==> src/rtl/rstctl_pkg.sv <==
package rstctl_pkg;
    localparam int unsigned BIT_SYS  = 1;
    localparam int unsigned BIT_CPU  = 2;
    localparam int unsigned BIT_FULL = 3;
    localparam logic [7:0]  MAIN_MASK = 8'h06;

    typedef enum logic [1:0] {
        SEQ_IDLE   = 2'd0,
        SEQ_SOFT   = 2'd1,
        SEQ_PWRCYC = 2'd2,
        SEQ_HARD   = 2'd3
    } seq_state_e;
endpackage

==> src/rtl/rstctl_tick_gen.sv <==
module rstctl_tick_gen #(
    parameter int unsigned TICK_DIV = 50000
) (
    input  logic clk,
    input  logic rst_n,
    output logic tick_o
);
    localparam int unsigned TW = (TICK_DIV > 1) ? $clog2(TICK_DIV) : 1;

    typedef struct packed {
        logic [TW-1:0] cnt;
        logic          tick;
    } tick_t;

    tick_t tk_d, tk_q;

    always_comb begin
        tk_d = tk_q;
        if (tk_q.cnt == TW'(TICK_DIV - 1)) begin
            tk_d.cnt  = '0;
            tk_d.tick = 1'b1;
        end else begin
            tk_d.cnt  = tk_q.cnt + TW'(1);
            tk_d.tick = 1'b0;
        end
    end

    always_ff @(posedge clk or negedge rst_n) begin
        if (!rst_n) tk_q <= '0;
        else        tk_q <= tk_d;
    end

    assign tick_o = tk_q.tick;
endmodule

==> src/rtl/rstctl_regfile.sv <==
module rstctl_regfile
    import rstctl_pkg::*;
#(
    parameter int unsigned        ADDR_W  = 16,
    parameter logic [ADDR_W-1:0]  IO_ADDR = 16'h0CF9
) (
    input  logic              clk,
    input  logic              rst_n,
    input  logic              rsm_rst_n,
    input  logic [ADDR_W-1:0] io_addr,
    input  logic              io_wr,
    input  logic              io_rd,
    input  logic [7:0]        io_wdata,
    input  logic              hard_clr_i,
    output logic [7:0]        io_rdata,
    output logic              cf9_trig_o,
    output logic              cf9_hard_o,
    output logic              full_eff_o
);
    typedef struct packed {
        logic [7:0] ctl;
    } main_t;

    typedef struct packed {
        logic full;
    } rsm_t;

    main_t main_d, main_q;
    rsm_t  rsm_d,  rsm_q;
    logic  hit, wr_hit, rd_hit;

    assign hit    = (io_addr == IO_ADDR);
    assign wr_hit = io_wr && hit;
    assign rd_hit = io_rd && hit;

    always_comb begin
        main_d = main_q;
        rsm_d  = rsm_q;
        if (wr_hit) begin
            main_d.ctl = io_wdata & MAIN_MASK;
            rsm_d.full = io_wdata[BIT_FULL];
        end
        if (hard_clr_i) begin
            main_d.ctl = '0;
        end
    end

    always_ff @(posedge clk or negedge rst_n) begin
        if (!rst_n) main_q <= '0;
        else        main_q <= main_d;
    end

    always_ff @(posedge clk or negedge rsm_rst_n) begin
        if (!rsm_rst_n) rsm_q <= '0;
        else            rsm_q <= rsm_d;
    end

    assign cf9_trig_o = wr_hit && io_wdata[BIT_CPU] && !main_q.ctl[BIT_CPU];
    assign cf9_hard_o = io_wdata[BIT_SYS];
    assign full_eff_o = wr_hit ? io_wdata[BIT_FULL] : rsm_q.full;
    assign io_rdata   = rd_hit ? (main_q.ctl | (8'(rsm_q.full) << BIT_FULL)) : 8'h00;
endmodule

==> src/rtl/rstctl_trig.sv <==
module rstctl_trig (
    input  logic clk,
    input  logic rsm_rst_n,
    input  logic idle_i,
    input  logic ext_rst_req,
    input  logic pwr_good,
    input  logic wdt_expire,
    output logic ext_hard_o
);
    typedef struct packed {
        logic req_prev;
        logic pg_prev;
        logic wdt_armed;
    } trig_t;

    trig_t tr_d, tr_q;
    logic  req_rise, pg_fall, wdt_fire;

    assign req_rise = ext_rst_req && !tr_q.req_prev;
    assign pg_fall  = tr_q.pg_prev && !pwr_good;
    assign wdt_fire = wdt_expire && tr_q.wdt_armed;

    always_comb begin
        tr_d          = tr_q;
        tr_d.req_prev = ext_rst_req;
        tr_d.pg_prev  = pwr_good;
        if (idle_i && wdt_expire) begin
            tr_d.wdt_armed = !tr_q.wdt_armed;
        end
    end

    always_ff @(posedge clk or negedge rsm_rst_n) begin
        if (!rsm_rst_n) tr_q <= '0;
        else            tr_q <= tr_d;
    end

    assign ext_hard_o = idle_i && (req_rise || pg_fall || wdt_fire);
endmodule

==> src/rtl/rstctl_seq_fsm.sv <==
module rstctl_seq_fsm
    import rstctl_pkg::*;
#(
    parameter int unsigned INIT_CLKS  = 16,
    parameter int unsigned HARD_TICKS = 6,
    parameter int unsigned FULL_TICKS = 4000
) (
    input  logic clk,
    input  logic rst_n,
    input  logic tick_i,
    input  logic cf9_trig_i,
    input  logic cf9_hard_i,
    input  logic ext_hard_i,
    input  logic full_i,
    output logic idle_o,
    output logic hard_start_o,
    output logic cpu_init_n,
    output logic plt_rst_n,
    output logic sus_stat_n,
    output logic slp_s3_n,
    output logic slp_s4_n,
    output logic slp_s5_n
);
    localparam int unsigned MAX_A = (INIT_CLKS > HARD_TICKS) ? INIT_CLKS : HARD_TICKS;
    localparam int unsigned MAX_C = (MAX_A > FULL_TICKS) ? MAX_A : FULL_TICKS;
    localparam int unsigned CW    = $clog2(MAX_C + 1);

    typedef struct packed {
        seq_state_e    st;
        logic [CW-1:0] cnt;
    } fsm_t;

    fsm_t fs_d, fs_q;
    logic idle, hard_go, soft_go;

    assign idle    = (fs_q.st == SEQ_IDLE);
    assign hard_go = idle && (ext_hard_i || (cf9_trig_i && cf9_hard_i));
    assign soft_go = idle && cf9_trig_i && !cf9_hard_i && !ext_hard_i;

    always_comb begin
        fs_d = fs_q;
        unique case (fs_q.st)
            SEQ_IDLE: begin
                if (hard_go) begin
                    if (full_i) begin
                        fs_d.st  = SEQ_PWRCYC;
                        fs_d.cnt = CW'(FULL_TICKS);
                    end else begin
                        fs_d.st  = SEQ_HARD;
                        fs_d.cnt = CW'(HARD_TICKS);
                    end
                end else if (soft_go) begin
                    fs_d.st  = SEQ_SOFT;
                    fs_d.cnt = CW'(INIT_CLKS - 1);
                end
            end
            SEQ_SOFT: begin
                if (fs_q.cnt == '0) fs_d.st  = SEQ_IDLE;
                else                fs_d.cnt = fs_q.cnt - CW'(1);
            end
            SEQ_PWRCYC: begin
                if (tick_i) begin
                    if (fs_q.cnt == CW'(1)) begin
                        fs_d.st  = SEQ_HARD;
                        fs_d.cnt = CW'(HARD_TICKS);
                    end else begin
                        fs_d.cnt = fs_q.cnt - CW'(1);
                    end
                end
            end
            SEQ_HARD: begin
                if (tick_i) begin
                    if (fs_q.cnt == CW'(1)) fs_d.st  = SEQ_IDLE;
                    else                    fs_d.cnt = fs_q.cnt - CW'(1);
                end
            end
            default: fs_d.st = SEQ_IDLE;
        endcase
    end

    always_ff @(posedge clk or negedge rst_n) begin
        if (!rst_n) fs_q <= '{st: SEQ_IDLE, cnt: '0};
        else        fs_q <= fs_d;
    end

    assign idle_o       = idle;
    assign hard_start_o = hard_go;
    assign cpu_init_n   = (fs_q.st != SEQ_SOFT);
    assign plt_rst_n    = !((fs_q.st == SEQ_HARD) || (fs_q.st == SEQ_PWRCYC));
    assign sus_stat_n   = plt_rst_n;
    assign slp_s3_n     = (fs_q.st != SEQ_PWRCYC);
    assign slp_s4_n     = slp_s3_n;
    assign slp_s5_n     = slp_s3_n;
endmodule

==> src/rtl/rstctl_seq_top.sv <==
module rstctl_seq_top #(
    parameter int unsigned       ADDR_W     = 16,
    parameter logic [ADDR_W-1:0] IO_ADDR    = 16'h0CF9,
    parameter int unsigned       INIT_CLKS  = 16,
    parameter int unsigned       TICK_DIV   = 50000,
    parameter int unsigned       HARD_TICKS = 6,
    parameter int unsigned       FULL_TICKS = 4000
) (
    input  logic              clk,
    input  logic              rst_n,
    input  logic              rsm_rst_n,
    input  logic [ADDR_W-1:0] io_addr,
    input  logic              io_wr,
    input  logic              io_rd,
    input  logic [7:0]        io_wdata,
    output logic [7:0]        io_rdata,
    input  logic              ext_rst_req,
    input  logic              pwr_good,
    input  logic              wdt_expire,
    output logic              cpu_init_n,
    output logic              plt_rst_n,
    output logic              sus_stat_n,
    output logic              slp_s3_n,
    output logic              slp_s4_n,
    output logic              slp_s5_n
);
    logic tick, idle, hard_start, cf9_trig, cf9_hard, full_eff, ext_hard;

    rstctl_tick_gen #(.TICK_DIV(TICK_DIV)) tick_i (
        .clk    (clk),
        .rst_n  (rst_n),
        .tick_o (tick)
    );

    rstctl_regfile #(.ADDR_W(ADDR_W), .IO_ADDR(IO_ADDR)) regs_i (
        .clk        (clk),
        .rst_n      (rst_n),
        .rsm_rst_n  (rsm_rst_n),
        .io_addr    (io_addr),
        .io_wr      (io_wr),
        .io_rd      (io_rd),
        .io_wdata   (io_wdata),
        .hard_clr_i (hard_start),
        .io_rdata   (io_rdata),
        .cf9_trig_o (cf9_trig),
        .cf9_hard_o (cf9_hard),
        .full_eff_o (full_eff)
    );

    rstctl_trig trig_i (
        .clk         (clk),
        .rsm_rst_n   (rsm_rst_n),
        .idle_i      (idle),
        .ext_rst_req (ext_rst_req),
        .pwr_good    (pwr_good),
        .wdt_expire  (wdt_expire),
        .ext_hard_o  (ext_hard)
    );

    rstctl_seq_fsm #(
        .INIT_CLKS  (INIT_CLKS),
        .HARD_TICKS (HARD_TICKS),
        .FULL_TICKS (FULL_TICKS)
    ) fsm_i (
        .clk          (clk),
        .rst_n        (rst_n),
        .tick_i       (tick),
        .cf9_trig_i   (cf9_trig),
        .cf9_hard_i   (cf9_hard),
        .ext_hard_i   (ext_hard),
        .full_i       (full_eff),
        .idle_o       (idle),
        .hard_start_o (hard_start),
        .cpu_init_n   (cpu_init_n),
        .plt_rst_n    (plt_rst_n),
        .sus_stat_n   (sus_stat_n),
        .slp_s3_n     (slp_s3_n),
        .slp_s4_n     (slp_s4_n),
        .slp_s5_n     (slp_s5_n)
    );
endmodule

==> config.mk <==
export PLATFORM = sky130hd
export DESIGN_NAME = rstctl_seq_top
export DESIGN_NICKNAME = d
export VERILOG_FILES = /design/src/rtl/rstctl_pkg.sv /design/src/rtl/rstctl_tick_gen.sv /design/src/rtl/rstctl_regfile.sv /design/src/rtl/rstctl_trig.sv /design/src/rtl/rstctl_seq_fsm.sv /design/src/rtl/rstctl_seq_top.sv
export SDC_FILE = /design/constraint.sdc
export NUM_CORES = 1
export LEC_CHECK = 0
export ABC_AREA = 1
export BUFFER_PORTS_ARGS = -buffer_cell sky130_fd_sc_hd__buf_2
export CAP_MARGIN = 20
export CORE_ASPECT_RATIO = 0.8
export CORE_MARGIN = 1.5
export CORE_UTILIZATION = 50
export CTS_CLUSTER_SIZE = 28
export DETAILED_ROUTE_END_ITERATION = 8
export PLACE_DENSITY = 0.81
export SYNTH_ARGS = -nofsm -noshare
export SYNTH_HDL_FRONTEND = slang
export SYNTH_HIERARCHICAL = 1
export SYNTH_SLANG_ARGS = --single-unit
==> constraint.sdc <==
create_clock -name clk -period 1.6 [get_ports clk]
set_input_delay 0.32 -clock clk [delete_from_list [all_inputs] [get_ports clk]]
set_output_delay 0.32 -clock clk [all_outputs]
set_load 0.03 [all_outputs]
; ---- Yosys cells after proc, flatten, opt, wreduce, memory -nomap -nowiden
; Index checks and enable logic that the tools add are counted.
[word_totals]
ff_bits = 43
input_bits = 32
out_inout_bits = 14
[op_classes]
n_eq_ne = 16
bitwise = 1
n_addsub = 2
n_mux = 17
reduce_logical = 30
[op_table]
columns = cell, n
row1 = $mux W14, 4
row2 = $pmux W14 S4, 1
row3 = $mux W12, 3
row4 = $mux W8, 3
row5 = $mux W17, 1
row6 = $add A16 B1 Y16 const B, 1
row7 = $eq A16 B12 Y1 const B, 1
row8 = $eq A16 B16 Y1 const B, 1
row9 = $logic_and A1 B1 Y1, 14
row10 = $mux W13, 1
row11 = $eq A12 B1 Y1 const B, 1
row12 = $logic_not A12 Y1, 1
row13 = $sub A12 B1 Y12 const B, 1
row14 = $ne A2 B2 Y1 const B, 5
row15 = $ne A2 B1 Y1 const B, 4
row16 = $or A8 B4 Y8, 1
row17 = $logic_not A1 Y1, 7
row18 = $mux W2, 3
row19 = $reduce_and A6 Y1, 1
row20 = $reduce_and A5 Y1, 1
row21 = $eq A2 B2 Y1 const B, 2
row22 = $logic_or A1 B1 Y1, 4
row23 = $ne A3 B3 Y1 const B, 1
row24 = $eq A2 B1 Y1 const B, 1
row25 = other kinds (3), 3

; ---- Longest topological paths before layout
[logic_depth]
depth_word = 10
ltp_mapped = 12

; ---- Hierarchy
; The synthesis kept the hierarchy.
[modules_own_cells]
columns = module, n_inst, cells_per_inst, area_each_um2, seq_area_each_um2
row1 = rstctl_seq_fsm, 1, 176, 1137.3, 350.3
row2 = rstctl_tick_gen, 1, 122, 913.4, 425.4
row3 = rstctl_regfile, 1, 74, 382.9, 75.1
row4 = rstctl_trig, 1, 13, 118.9, 75.1

; ---- Least setup slack after synthesis
; Ideal clock, no wire load.
[synth_timing]
kind = register to register
startpoint = register fsm_i/fs_q[13] in the netlist's numbering
endpoint = register fsm_i/fs_q[2] in the netlist's numbering
setup_time_ns = 0.119
synth_period_minus_slack_ns = 1.562
path_stages_with_launch = 10
path_slack_ns = 0.038
arrival_time_ns = 1.442
path_cell_list = dfrtp_1 > nor2_2 > nand2_1 > inv_1 > nor2_1 > a21oi_4 > nand3_4 > buf_8 > nand2_2 > o21ai_2
[synth_via]
elab_chain_len = 6
elab_cells_between_ends = 19
classes_between = eq/ne: 8 / mux: 2 / reduce/logical: 9
[synth_rtl]
columns = item, line_no
row1 = start: declaration, rstctl_seq_fsm.sv:33  ; fsm_t fs_d, fs_q;
row2 = start signal: assignment, rstctl_seq_fsm.sv:82  ; if (!rst_n) fs_q <= '{st: SEQ_IDLE, cnt: '0};
row3 = start signal: assignment, rstctl_seq_fsm.sv:83  ; else fs_q <= fs_d;
row4 = $logic_not A2 Y1 *, rstctl_seq_fsm.sv:36  ; assign idle = (fs_q.st == SEQ_IDLE);
row5 = via idle, rstctl_seq_top.sv:27  ; logic tick, idle, hard_start, cf9_trig, cf9_hard, full_eff, ext_hard;
row6 = $logic_and A1 B1 Y1 *, rstctl_trig.sv:37  ; assign ext_hard_o = idle_i && (req_rise || pg_fall || wdt_fire);
row7 = via ext_hard, rstctl_seq_top.sv:27
row8 = $logic_not A1 Y1 / $logic_or A1 B1 Y1 (equally long branches), "rstctl_seq_fsm.sv:38, rstctl_seq_fsm.sv:37"
row9 = $logic_and A1 B1 Y1 (on tied branches), "rstctl_seq_fsm.sv:38, rstctl_seq_fsm.sv:37"
row10 = $ne A3 B3 Y1 (no source line) / $mux W14 (equally long branches), -
row11 = $reduce_and A5 Y1 (no source line) / $pmux W14 S4 (equally long branches), -
; Mark *: on every way through the listed nets, which the timed path passes. The rest lies on a longest branch.
; A chain may end at the register's enable or synchronous reset.

; ---- Final worst setup path
[layout_timing]
startpoint = register fsm_i/fs_q[13] in the netlist's numbering
endpoint = output port slp_s3_n
[layout_via]
elab_chain_len = 1
[layout_rtl]
columns = item, line_no
row1 = $ne A2 B2 Y1, rstctl_seq_fsm.sv:91  ; assign slp_s3_n = (fs_q.st != SEQ_PWRCYC);
row2 = end: declaration, rstctl_seq_top.sv:23  ; output logic slp_s3_n,
; No other way between the ends.

==> flow_summary.json <==
{
  "clock_tree.buffer_depth": 2,
  "vdd.ir_drop.worst_mv": 0.450,
  "timing.rr.start": "fsm_i/fs_q[0]$_DFFE_PN0P_",
  "drt_wl_total_um": 5660,
  "synth_area_leader_cell": "sky130_fd_sc_hd__dfrtp_1",
  "placement.setup.worst_slack_ns": -0.227,
  "final_period_minus_worst_setup_slack_ns": 1.57,
  "htree_levels": 2,
  "final_common_cell": "sky130_fd_sc_hd__nand2_1",
  "clk_pin_slew_ns": 0.07,
  "crit_type": "reg2out",
  "ys_seq_elements": 37,
  "yosys_warnings": 6,
  "syn_area_um2": 2550,
  "post-route-util": 0.640,
  "timing.final.setup_violations": 0,
  "grt_usage": 0.215,
  "synth-adder-area-share": 0.0147,
  "drt.antenna.violating_nets": 0,
  "first_global_vias": 2362,
  "unrepaired_setup_endpoints_after_global_routing": "yes",
  "holdCritStartpoint": "pwr_good",
  "maxCapViolations": 0,
  "clock_latency_of_the_later_clocked_register_in_the_worst_skew_pair_ns": 0.29,
  "synth_compound_area_frac": 0.0333,
  "drt-initial-drc-count": 126,
  "avgRoutedWirePerCell_um": 11.1,
  "detailroute.via_count": 2455,
  "worstRegToRegCells": 9,
  "root_buffer": "sky130_fd_sc_hd__clkbuf_8",
  "area_growth_pct": 24.0,
  "final_nets": 481,
  "seq_area_frac_synth": 0.363,
  "antenna_found_initial": 0,
  "yosys.cell_types.count": 29,
  "leakage_uw": 0.00182,
  "placement_rows": 23,
  "finalWorstSetupSlack_ns": 0.0305,
  "clock_sink_count": 37,
  "worstPathArrival_ns": 1.25,
  "most_frequent_cells_in_the_layout": "sky130_fd_sc_hd__nand2_1 (128), sky130_fd_sc_hd__inv_1 (56), sky130_fd_sc_hd__nor2_1 (53), sky130_fd_sc_hd__dfrtp_1 (37), sky130_fd_sc_hd__buf_2 (29)",
  "post-layout-total-power_uw": 1900,
  "core-area_um2": 4950,
  "share_seq_of_total_power": 0.495,
  "synth-xor-area-share": 0.0412,
  "skew_ns": 0.00448,
  "rr_endpoint": "fsm_i/fs_q[11]$_DFFE_PN0P_",
  "postSynthAreaPerCell_um2": 6.63,
  "largest_net_degree_at_the_start_of_global_routing": 18,
  "p_int_uw": 1490,
  "netSwitchingPower_uw": 403,
  "port_buffers": 35,
  "first_pass_grt_wire_length_um": 9660,
  "num_io_pins": 46,
  "synth_largest_type_area_fraction": 0.363,
  "layout-drive-gt1-share": 0.253,
  "finalNonFillerCells": 509,
  "synthSimpleGateAreaFrac": 0.422,
  "min_period_over_period": 0.981,
  "synthCells": 385,
  "chipHeight_um": 66.9,
  "dpl.cell_count": 496,
  "power.clock.fraction": 0.442,
  "cts_tree": "built",
  "outcome": "finished, final reports clean",
  "gpl.final_weighted_congestion": 0.856,
  "cellPowerDensity_nw_per_um2": 599,
  "detail_route.vias_per_cell": 4.82,
  "comb_power_share": 0.063,
  "max_freq_mhz": 637,
  "drt_pre_antenna_iters": 4,
  "drc": 0,
  "numCtsBuffers": 5,
  "synth_top_family_by_area": "simple AND/OR/NAND/NOR gates",
  "initial_utilization": 0.516,
  "finalHoldViolCount": 0,
  "worstSetupStartpointType": "flop",
  "worst_setup_path_end_kind": "output port",
  "timing.final.max_slew_violations": 0,
  "total_die_area_um2": 5550,
  "min_path_cells": 1,
  "diodes": 0,
  "crit_fanout": 5,
  "min_path_type": "in2reg",
  "synth_mux_area_frac": 0,
  "synthTopCellsByArea": "sky130_fd_sc_hd__dfrtp_1 (36%), sky130_fd_sc_hd__nand2_1 (19%), sky130_fd_sc_hd__nor2_1 (9.4%)",
  "reg2reg_slack_ns": 0.05,
  "gr-total-overflow": 0,
  "power.switching_fraction": 0.213,
  "hpwl_um": 4340,
  "hold-path-endpoint": "trig_i/tr_q[1]$_DFF_PN0_",
  "die_w_um": 82.9,
  "worstPathRequired_ns": 1.28
}
critical path, cell delays in order, from the launching register on:
cell and delay [ns]:
sky130_fd_sc_hd__dfrtp_1 0.38, sky130_fd_sc_hd__buf_6 0.14, sky130_fd_sc_hd__inv_2 0.06, sky130_fd_sc_hd__nor2_4 0.15, sky130_fd_sc_hd__inv_2 0.06, sky130_fd_sc_hd__buf_4 0.16
state kept, by name, summed over array words and instances (netlist names):
name           count
trig_i/tr_q        3
regs_i/main_q      2
tick_i/tk_q       16
fsm_i/fs_q        14
tick_i/tick_o      1
regs_i/rsm_q       1
per-stage QoR:
stage / instance area [um2] / hold WS (ns) / TNS (ns)
after floorplan: 2570 / 0.0244 / 0
after global placement: 2910 / 0.128 / -2.03
after detailed placement: 2910 / 0.131 / -2.77
after CTS: 3060 / 0.145 / -0.00690
after global routing: 3170 / 0.142 / -0.346
final: 3170 / 0.149 / 0
power by group through the flow:
stage	Clock [uW]	Combinational, uW	Sequential [uW]
detailed placement	0	109	956
global route	885	136	937
CTS	857	113	938
finish	837	120	938
floorplan	0	47.2	956
global placement	0	106	956
cells by family after synthesis:
family,Yosys count
adder cells (fa/ha/maj),3
other,1
flip-flops,37
AND/OR/NAND/NOR,247
buffers and inverters,73
XOR/XNOR,12
AO/OA/AOI/OAI,12
synthesized netlist by cell type:
cell                       count
sky130_fd_sc_hd__o21bai_1      1
sky130_fd_sc_hd__dfrtp_1      37
sky130_fd_sc_hd__inv_1        58
sky130_fd_sc_hd__nand2_2       7
sky130_fd_sc_hd__a21oi_1       1
sky130_fd_sc_hd__a21o_1        1
sky130_fd_sc_hd__inv_2         5
sky130_fd_sc_hd__buf_8         1
sky130_fd_sc_hd__conb_1        1
sky130_fd_sc_hd__o21ai_2       2
sky130_fd_sc_hd__nand3_4       1
sky130_fd_sc_hd__nand4_1       7
sky130_fd_sc_hd__nand3b_1      2
sky130_fd_sc_hd__nor2_1       64
sky130_fd_sc_hd__o21ai_1       5
sky130_fd_sc_hd__nand3_1      18
sky130_fd_sc_hd__a31oi_1       1
sky130_fd_sc_hd__a21oi_4       1
sky130_fd_sc_hd__nand3_2       4
sky130_fd_sc_hd__nand2_1     131
sky130_fd_sc_hd__and2_1        1
sky130_fd_sc_hd__xor2_1        9
sky130_fd_sc_hd__nor3_1        2
sky130_fd_sc_hd__nor3_4        1
sky130_fd_sc_hd__ha_1          3
sky130_fd_sc_hd__nand3b_2      1
sky130_fd_sc_hd__nor2_2        8
sky130_fd_sc_hd__buf_4         9
sky130_fd_sc_hd__xnor2_1       3
layout make-up:
| cell class | instances | area (um2) |
|---|---|---|
| sequential | 37 | 926 |
| inverter | 63 | 236 |
| timing repair buffer | 60 | 415 |
| tap | 62 | 77.6 |
| clock buffer | 7 | 86.3 |
| fill | 410 | 1780 |
| clock inverter | 1 | 30.0 |
| multi-input combinational | 279 | 1390 |
timing repair:
| item | CTS | global route |
|---|---|---|
| buffers inserted | 0 | 3 |
| endpoints found under the setup margin | 6 | 21 |
| hold endpoints to repair | 20 | 0 |
| pin swaps | 0 | 15 |
| hold buffers | 2 | 0 |
| resized for setup | 5 | 29 |
| gates cloned | 0 | 0 |
worst max path at each step:
stage                                          start                          to
after floorplan           fsm_i/fs_q[13]$_DFFE_PN0P_   fsm_i/fs_q[2]$_DFFE_PN0P_
after global placement                   io_addr[15]   fsm_i/fs_q[7]$_DFFE_PN0P_
after detailed placement                 io_addr[15]  fsm_i/fs_q[11]$_DFFE_PN0P_
after CTS                 fsm_i/fs_q[13]$_DFFE_PN0P_                    slp_s5_n
after global routing                     io_addr[13]  fsm_i/fs_q[11]$_DFFE_PN0P_
final                     fsm_i/fs_q[13]$_DFFE_PN0P_                    slp_s3_n
layer usage:
metal,vias to the layer above,part of all wire,track usage
met5,-,0,0
met2,45,0.48,0.379
li1,1267,-,-
met3,6,0.028,0.0397
met4,0,0.0076,0.0646
met1,1137,0.49,0.271
No activity file was read; power rests on OpenSTA's default activity.
